<file path="src/rtl/i2cm_pkg.sv">
package i2cm_pkg;
  typedef enum logic [2:0] {
    S_IDLE, S_START, S_BIT, S_HOLD, S_RSTART, S_STOP
  } st_t;
endpackage

</file>
<file path="src/rtl/i2cm_tick.sv">
module i2cm_tick #(parameter int QDIV = 4) (
  input  logic clk,
  input  logic rst,
  output logic tick
);
  localparam int CW = (QDIV > 1) ? $clog2(QDIV) : 1;
  logic [CW-1:0] cnt;
  always_ff @(posedge clk) begin
    if (rst) begin
      cnt  <= '0;
      tick <= 1'b0;
    end else begin
      tick <= (cnt == CW'(QDIV - 1));
      cnt  <= (cnt == CW'(QDIV - 1)) ? '0 : cnt + 1'b1;
    end
  end
endmodule

</file>
<file path="src/rtl/i2cm_buf.sv">
module i2cm_buf #(parameter int BW = 8) (
  input  logic          clk,
  input  logic          rst,
  input  logic          wr_en,
  input  logic          wr_idx,
  input  logic [BW-1:0] wr_data,
  output logic [BW-1:0] b0,
  output logic [BW-1:0] b1
);
  always_ff @(posedge clk) begin
    if (rst) begin
      b0 <= '0;
      b1 <= '0;
    end else if (wr_en) begin
      if (wr_idx) b1 <= wr_data;
      else        b0 <= wr_data;
    end
  end
endmodule

</file>
<file path="src/rtl/i2c_arb_master.sv">
module i2c_arb_master import i2cm_pkg::*; #(
  parameter int QDIV = 4,
  parameter int BW   = 8
) (
  input  logic          clk,
  input  logic          rst,
  input  logic          bus_en,
  input  logic          rs_set,
  input  logic          addr10,
  input  logic          next_byte,
  input  logic          rx_nack,
  input  logic          wr_en,
  input  logic          wr_idx,
  input  logic [BW-1:0] wr_data,
  input  logic          sda_in,
  output logic          scl_oe,
  output logic          sda_oe,
  output logic          busy,
  output logic          rs_req,
  output logic          done,
  output logic          nack,
  output logic          arb_lost,
  output logic [BW-1:0] rx_data
);
  localparam int NW = $clog2(BW + 1);

  logic          tick;
  logic [BW-1:0] b0, b1;
  st_t           st;
  logic [1:0]    ph;
  logic [NW-1:0] bitn;
  logic [BW-1:0] sh;
  logic          acnt, dir_rd, is_tx, armed;
  logic          rs_any;

  i2cm_tick #(.QDIV(QDIV)) u_tick (.clk(clk), .rst(rst), .tick(tick));
  i2cm_buf  #(.BW(BW)) u_buf (.clk(clk), .rst(rst), .wr_en(wr_en), .wr_idx(wr_idx),
                              .wr_data(wr_data), .b0(b0), .b1(b1));

  assign rs_any = rs_req | (rs_set & busy);

  always_ff @(posedge clk) begin
    if (rst) begin
      st <= S_IDLE; ph <= '0; bitn <= '0; sh <= '0;
      acnt <= 1'b0; dir_rd <= 1'b0; is_tx <= 1'b1; armed <= 1'b0;
      scl_oe <= 1'b0; sda_oe <= 1'b0; busy <= 1'b0; rs_req <= 1'b0;
      done <= 1'b0; nack <= 1'b0; arb_lost <= 1'b0; rx_data <= '0;
    end else begin
      done <= 1'b0;
      if (!bus_en) armed <= 1'b1;
      if (rs_set && busy) rs_req <= 1'b1;
      case (st)
        S_IDLE: begin
          if (bus_en && armed) begin
            st <= S_START; ph <= '0; busy <= 1'b1; arb_lost <= 1'b0;
          end
        end
        S_START: if (tick) begin
          ph <= ph + 1'b1;
          if (ph == 2'd0) sda_oe <= 1'b1;
          if (ph == 2'd1) begin
            scl_oe <= 1'b1; st <= S_BIT; ph <= '0; bitn <= '0;
            sh <= b0; acnt <= addr10; dir_rd <= b0[0]; is_tx <= 1'b1;
          end
        end
        S_BIT: if (tick) begin
          ph <= ph + 1'b1;
          case (ph)
            2'd0: sda_oe <= (bitn == NW'(BW)) ? (!is_tx && !rx_nack)
                                              : (is_tx && !sh[BW-1]);
            2'd1: scl_oe <= 1'b0;
            2'd2: begin
              if (bitn != NW'(BW) && is_tx && !sda_oe && !sda_in) begin
                st <= S_IDLE; busy <= 1'b0; arb_lost <= 1'b1; armed <= 1'b0;
                rs_req <= 1'b0; scl_oe <= 1'b0; sda_oe <= 1'b0;
              end else if (bitn != NW'(BW)) begin
                sh <= {sh[BW-2:0], sda_in};
              end else if (is_tx) begin
                nack <= sda_in;
              end
            end
            default: begin
              scl_oe <= 1'b1;
              if (bitn == NW'(BW)) begin
                done <= 1'b1; st <= S_HOLD;
                if (!is_tx) rx_data <= sh;
              end else begin
                bitn <= bitn + 1'b1;
              end
            end
          endcase
        end
        S_HOLD: begin
          ph <= '0;
          if (!bus_en)     st <= S_STOP;
          else if (rs_any) st <= S_RSTART;
          else if (next_byte) begin
            st <= S_BIT; bitn <= '0;
            if (acnt) begin
              sh <= b1; acnt <= 1'b0; is_tx <= 1'b1;
            end else begin
              sh <= b0; is_tx <= !dir_rd;
            end
          end
        end
        S_RSTART: if (tick) begin
          ph <= ph + 1'b1;
          case (ph)
            2'd0: sda_oe <= 1'b0;
            2'd1: scl_oe <= 1'b0;
            2'd2: sda_oe <= 1'b1;
            default: begin
              scl_oe <= 1'b1; rs_req <= 1'b0; st <= S_BIT; ph <= '0; bitn <= '0;
              sh <= b0; acnt <= addr10; dir_rd <= b0[0]; is_tx <= 1'b1;
            end
          endcase
        end
        S_STOP: if (tick) begin
          ph <= ph + 1'b1;
          case (ph)
            2'd0: sda_oe <= 1'b1;
            2'd1: scl_oe <= 1'b0;
            2'd2: sda_oe <= 1'b0;
            default: begin
              busy <= 1'b0; rs_req <= 1'b0; st <= S_IDLE;
            end
          endcase
        end
        default: st <= S_IDLE;
      endcase
    end
  end
endmodule

</file>
<file path="config.mk">
export PLATFORM = sky130hd
export DESIGN_NAME = i2c_arb_master
export DESIGN_NICKNAME = d
export VERILOG_FILES = /design/src/rtl/i2cm_pkg.sv /design/src/rtl/i2cm_tick.sv /design/src/rtl/i2cm_buf.sv /design/src/rtl/i2c_arb_master.sv
export SDC_FILE = /design/constraint.sdc
export NUM_CORES = 1
export LEC_CHECK = 0
export BUFFER_PORTS_ARGS = -buffer_cell sky130_fd_sc_hd__buf_2
export CORE_MARGIN = 4
export CORE_UTILIZATION = 55
export DETAILED_ROUTE_END_ITERATION = 8
export GPL_ROUTABILITY_DRIVEN = 0
export PLACE_DENSITY = 0.76
export SLEW_MARGIN = 20
export SYNTH_ARGS = -nofsm -noshare
export SYNTH_HDL_FRONTEND = slang
export SYNTH_SLANG_ARGS = --single-unit
</file>
<file path="constraint.sdc">
create_clock -name clk -period 5.8 [get_ports clk]
set_input_delay 1.16 -clock clk [delete_from_list [all_inputs] [get_ports clk]]
set_output_delay 1.16 -clock clk [all_outputs]
set_load 0.005 [all_outputs]
</file>
## Yosys cells after proc, flatten, opt, wreduce, memory -nomap -nowiden

Cells that the tools add are included.

| word-level totals | value |
|---|---|
| bits of input ports | 18 |
| register bits after elaboration | 55 |
| output and inout bits | 15 |

| operators by class | value |
|---|---|
| add/sub/neg operators | 3 |
| bitwise operators | 9 |
| eq/ne operators | 39 |
| mux-type cells | 110 |
| reduce and logical (&&, ||, !) cells | 43 |

Operator list:

| cell | count |
|---|---|
| $mux 8 | 12 |
| $mux 1 | 51 |
| $mux 4 | 10 |
| $mux 3 | 13 |
| $ne 2x2->1 const B | 18 |
| $pmux 8 s4 | 1 |
| $reduce_and 12->1 | 2 |
| $reduce_and 10->1 | 2 |
| $reduce_and 5->1 | 4 |
| $pmux 3 s6 | 1 |
| $pmux 4 s4 | 1 |
| $ne 3x3->1 const B | 5 |
| $pmux 1 s2 | 7 |
| $mux 2 | 6 |
| $pmux 1 s3 | 4 |
| $reduce_and 11->1 | 1 |
| $ne 2x1->1 const B | 5 |
| $pmux 2 s5 | 1 |
| $reduce_or 2->1 | 5 |
| $ne 4x4->1 const B | 2 |
| $pmux 1 s4 | 2 |
| $reduce_and 8->1 | 1 |
| $reduce_bool 4->1 | 2 |
| $logic_and 1x1->1 | 7 |
| other kinds (23) | 41 |

## Depth between registers and ports, before layout

| logic depth | value |
|---|---|
| depth after elaboration | 8 |
| gate-level depth with buffers | 9 |
| gate-level depth less buffers | 7 |

## Modules after synthesis

From an unflattened synthesis, not the netlist that was laid out.

| unflattened totals | value |
|---|---|
| cells, all modules | 350 |
| area, all modules | 3067.9 µm² |

Modules (own cells, without submodules):

| module | seq. area each (µm²) | area each (µm²) | cells an instance | instances |
|---|---|---|---|---|
| i2c_arb_master | 720.7 | 2297.2 | 279 | 1 |
| i2cm_buf | 320.3 | 674.4 | 64 | 1 |
| i2cm_tick | 60.1 | 96.3 | 7 | 1 |

## Worst setup path before layout

Ideal clock, no wire load.

| timing | value |
|---|---|
| path kind | input port to flip-flop |
| from | in sda_in |
| to | reg st[0] |
| data arrival time | 2.507 ns |
| setup slack | 3.222 ns |
| path buffers | 0 |
| stages on the path | 5 |
| cells stage by stage | nor3b_2 a21oi_1 a221o_1 or4_1 a21oi_1 |

| between the ends | value |
|---|---|
| cells in the longest elaborated chain, start to end | 4 |

RTL lines:

| what | line | source |
|---|---|---|
| start: declaration | i2c_arb_master.sv:15 | `input logic sda_in,` |
| $logic_not 1->1 | i2c_arb_master.sv:73 | `if (bitn != NW'(BW) && is_tx && !sda_oe && !sda_in) begin` |
| $logic_and 1x1->1 | i2c_arb_master.sv:73 |  |
| $ne 3x3->1 (no source line) | - |  |
| $reduce_and 12->1 (no source line) | - |  |
| end signal: assignment | i2c_arb_master.sv:74 | `st <= S_IDLE; busy <= 1'b0; arb_lost <= 1'b1; armed <= 1'b0;` |
| end signal: assignment | i2c_arb_master.sv:85 | `done <= 1'b1; st <= S_HOLD;` |
| end signal: assignment | i2c_arb_master.sv:95 | `if (!bus_en) st <= S_STOP;` |
| end: declaration | i2c_arb_master.sv:29 | `st_t st;` |

No other way between the ends.
A chain may end at the register's enable or synchronous reset.

## Final worst setup path

| timing | value |
|---|---|
| from | reg st[0] |
| to | reg bitn[2] |

| between the ends | value |
|---|---|
| cells in the longest elaborated chain, start to end | 3 |

RTL lines:

| what | line | source |
|---|---|---|
| start signal: assignment | i2c_arb_master.sv:44 | `st <= S_IDLE; ph <= '0; bitn <= '0; sh <= '0;` |
| start signal: assignment | i2c_arb_master.sv:55 | `st <= S_START; ph <= '0; busy <= 1'b1; arb_lost <= 1'b0;` |
| start signal: assignment | i2c_arb_master.sv:62 | `scl_oe <= 1'b1; st <= S_BIT; ph <= '0; bitn <= '0;` |
| $eq 3x3->1 (tied with other cells) | i2c_arb_master.sv:52 | `case (st)` |
| $reduce_bool 4->1 (no source line) (tied with other cells) | - |  |
| $reduce_and 11->1 (no source line) | - |  |
| end signal: assignment | i2c_arb_master.sv:88 | `bitn <= bitn + 1'b1;` |
| end: declaration | i2c_arb_master.sv:31 | `logic [NW-1:0] bitn;` |

Parallel ways exist; a longest one is shown, timed or not.

==> results summary <==
The worst setup skew after layout is ~0.0068 ns. The area of the core region came out at between 4000 and 5000 um^2. The die extent in y is 79.61 um. The final setup violation count is 0. The ratio of cells with drive above 1 in the final layout is 0.1420. The number of logic stages on the critical path including buffering came out at 5.

The worst setup path is captured at a register. The synthesized design spends more area on one cell type than any other, namely dfxtp_1. The number of buffers inserted to repair setup after CTS is 0. The number of DRC violations after detailed routing is 0. The gate count of the mapped netlist came out at between 300 and 400. The share of flip-flops with an asynchronous set or reset after synthesis is 0.

The number of synthesis warnings is 0. At the later pin of the worst-skew pair, clock insertion delay measures 0.30 ns. The synthesized area per cell is 8.419 um^2. The cell count of the worst reg-to-reg path came out at 5. The critical path buffer and inverter count came out at 0. Grouping stages by cell kind, the critical path spends the most delay in compound AO/OA/AOI/OAI gates. The post-layout minimum cycle time came out at between 2 and 3 ns. For this run the aggregate overflow at the end of global routing stands at 0. Yosys mapped a number of flops with a built-in enable equal to 0. The number of cells on the worst hold path came out at 1. The stage delay of the slowest cell on the critical path came out at around 0.89 ns. The worst hold slack after final layout is 0.4403 ns. The fmax came out at 365.1 MHz. The DRC marker count from the first detailed-route iteration is roughly 270.

The synthesized flop and latch total is 55. The total of fill cells in the finished design came out at 442. The worst setup path is launched from a register. The count of inserted antenna diode cells is 0. After detailed routing, the total wire length is between 6000 and 7000 um. The horizontal extent of the die is 79.61 um. The number of buffers inserted by port buffering is 32.

The die covers 6337 um^2. After clock tree synthesis, the clock-pin slew on the worst setup and hold paths is approximately 0.10 ns. 33 I/O pins were placed. The run finished with clean final reports.

IR analysis of the VDD net gives a maximum drop of between 0.15 and 0.2 mV. Along the worst path, the maximum fanout reaches 26. Power spread over the standard cell area amounts to approximately 400 nW/um^2. The buffer type at the clock tree root is clkbuf_8.

The detailed-route via count is between 2000 and 3000. Dividing the detail-routed wire length by the instance count gives between 15 and 20 um. The buffer depth of the longest clock path came out at 2.

For the pin with the worst max-slew slack, the measured transition is a little under 1 ns. In the global route stage, overall resource usage came out at 0.2235. The initial antenna violation count came out at 0. The number of H-tree branching levels came out at 2. In the final timing run, aggregate negative setup slack is 0 ns. The area growth from synthesis to layout came out at 8.518%.

The count of standard-cell rows is 25. The arrival time reported for the critical path endpoint came out at 2.94 ns. Among all flip-flop cells after synthesis, the most frequent one is dfxtp_1.

When the netlist entered floorplanning its net count stood at between 300 and 400. The path class of the tightest hold or removal check is register to register. The number of distinct library cell variants in the gate-level netlist after synthesis came out at 57.

Entering global routing, the biggest net connects 54 pins. Walking the worst path, the cells encountered are nor2b_2 -> a211oi_1 -> a211oi_4 -> nand3_1 -> o41ai_1. The critical path in this run is classified as register to register. The number of hold violations in the final report is 0. The sink count of the clock tree is 55. The residual antenna-violating net count after detailed routing is 0. The starting density of the core came out at 0.5817. The post-detailed-route via-to-cell ratio came out at 6.143. The TritonCTS buffer count is 5. The share of the synthesized area in the top cell type came out at 0.3904.

Setup repair after global routing left no endpoint under its margin. The count of TritonRoute iterations in the first routing pass came out at 5. The wire length of the first global-routing pass is 11500 um. TritonCTS built the clock tree.

The required time at the worst-slack endpoint is approximately 6 ns. The number of max-slew violations in the final report came out at 0. The synthesized netlist occupies a cell area of roughly 2800 um^2.

The number of gates given a new drive strength after cts came out at 0. Of the synthesized area, sequential elements account for 0.3904. Summed over all cells, the static leakage comes to 0.001204 uW. After the last flow step, the layout net total stands at between 300 and 400. The via count of the first global-routing pass is 2400.

The number of hold buffers added after CTS was 0. On the critical path, the stage with the largest delay is an instance of dfxtp_1. In this run the tightest slew margin relative to its limit is 0.3588. Max-cap violations in this run came to 0. By area the synthesized netlist is led by dfxtp_1 (39%), a21oi_1 (8.2%), mux2i_1 (4.6%), nand2_1 (4.3%), ha_1 (3.5%). The estimated wirelength of the detail-placed design is about 4800 um. Of the available clock period, the critical path in the final layout requires 0.4723.
[through the flow]
| stage | instance area (um^2) | cells | util | setup slack, ns | power [uW] |
|---|---|---|---|---|---|
| 2_1_floorplan | 2820 | 335 | - | 3.222 | 882.8 |
| 3_3_place_gp | 2962 | 411 | 0.6108 | 2.753 | 974.1 |
| 3_5_place_dp | 2962 | 411 | 0.6108 | 2.565 | 982.8 |
| 4_1_cts | 3053 | 419 | 0.6297 | 2.918 | 1197 |
| 5_1_grt | 3060 | 419 | 0.6312 | 2.859 | 1298 |
| 6_report | 3060 | 419 | 0.6312 | 3.061 | 1211 |
[placed cells by master (no fill, tap or decap), drive strengths merged, types with 4 or more instances in the layout]
cell and count:
a211o 4, a211oi 4, a21oi 46, a222oi 8, a311oi 8, buf 33
clkbuf 5, dfxtp 55, ha 8, inv 14, mux2i 13, nand2 32
nand2b 4, nand3 13, nand3b 5, nand4 4, nor2 22, nor2b 6
nor3 5, nor3b 5, o21ai 11
[cell families (layout without fill, tap and decap cells)]
| logic type | after synthesis | count (layout) | synth area share |
|---|---|---|---|
| DFF | 55 | 55 | 0.3904 |
| AOI/OAI and AO/OA | 110 | 110 | 0.2658 |
| adders and majority gates | 8 | 8 | 0.03549 |
| muxes | 13 | 13 | 0.04614 |
| and+or+nand+nor | 111 | 111 | 0.2045 |
| buffers and inverters | 38 | 55 | 0.05767 |
[registers in the layout, indices dropped and copies added (netlist names), 2 cells and up]
name        cells
u_buf.b1        8
bitn            4
sh              8
u_tick.cnt      2
rx_data         8
u_buf.b0        8
st              3
ph              2
[cells in the mapped netlist, types with 2 or more instances]
| cell type | n |
|---|---|
| a211o_1 | 4 |
| nand3_1 | 13 |
| or3_1 | 2 |
| o22ai_1 | 2 |
| nand2b_1 | 4 |
| nor3_1 | 5 |
| nor4b_1 | 2 |
| nand2_1 | 32 |
| or4_1 | 2 |
| o41ai_1 | 2 |
| a21oi_1 | 46 |
| a31oi_1 | 3 |
| and2_1 | 2 |
| inv_1 | 13 |
| nand4_1 | 4 |
| ha_1 | 8 |
| a22o_1 | 3 |
| buf_2 | 4 |
| nor2_1 | 22 |
| nor3b_1 | 3 |
| nor2b_1 | 5 |
| o21ai_0 | 10 |
| nand3b_1 | 5 |
| and3_1 | 3 |
| a211oi_1 | 3 |
| o311ai_0 | 2 |
| mux2i_1 | 13 |
| dfxtp_1 | 55 |
| nor3b_2 | 2 |
| a222oi_1 | 8 |
| o31ai_1 | 3 |
| a311oi_1 | 8 |
| buf_4 | 4 |
| clkbuf_1 | 15 |
[layout make-up]
class	count	area, um^2	share of cell area
inverter	14	52.55	0.01717
timing repair buffer	33	167.7	0.05478
clock buffer	5	68.82	0.02249
multi-input combinational	242	1564	0.5110
tap	67	83.83	0.02739
clock inverter	3	22.52	0.007359
sequential	55	1101	0.3598
[metal layers]
layer	up-vias	global-route usage	part of all wire
li1	1276	-	-
met1	1191	0.3315	0.49
met2	95	0.3272	0.43
met3	12	0.04628	0.065
met4	0	0.05842	0.013
met5	-	0	0
[power by group]
part	total, uW	leakage, uW	switching [uW]	internal [uW]
clock	215	0.0000485	128	86.9
combinational	492	0.000708	300	192
sequential	504	0.000448	75.5	429
[final timing paths]
kind	startpoint	end	slack, ns
setup / recovery	st[0]$_SDFFE_PP0P_	bitn[2]$_SDFFE_PP0P_	3.06
setup reg to reg	st[0]$_SDFFE_PP0P_	bitn[2]$_SDFFE_PP0P_	3.06
hold / removal	u_tick.cnt[0]$_SDFF_PP0_	u_tick.cnt[0]$_SDFF_PP0_	0.44
hold reg to reg	u_tick.cnt[0]$_SDFF_PP0_	u_tick.cnt[0]$_SDFF_PP0_	0.44
[worst reg2reg max path: stages, from the launching register on]
cell	delay, ns
dfxtp_1	0.89
nor2b_2	0.47
a211oi_1	0.15
a211oi_4	0.64
nand3_1	0.20
o41ai_1	0.30
No activity file was read; power rests on OpenSTA's default activity.
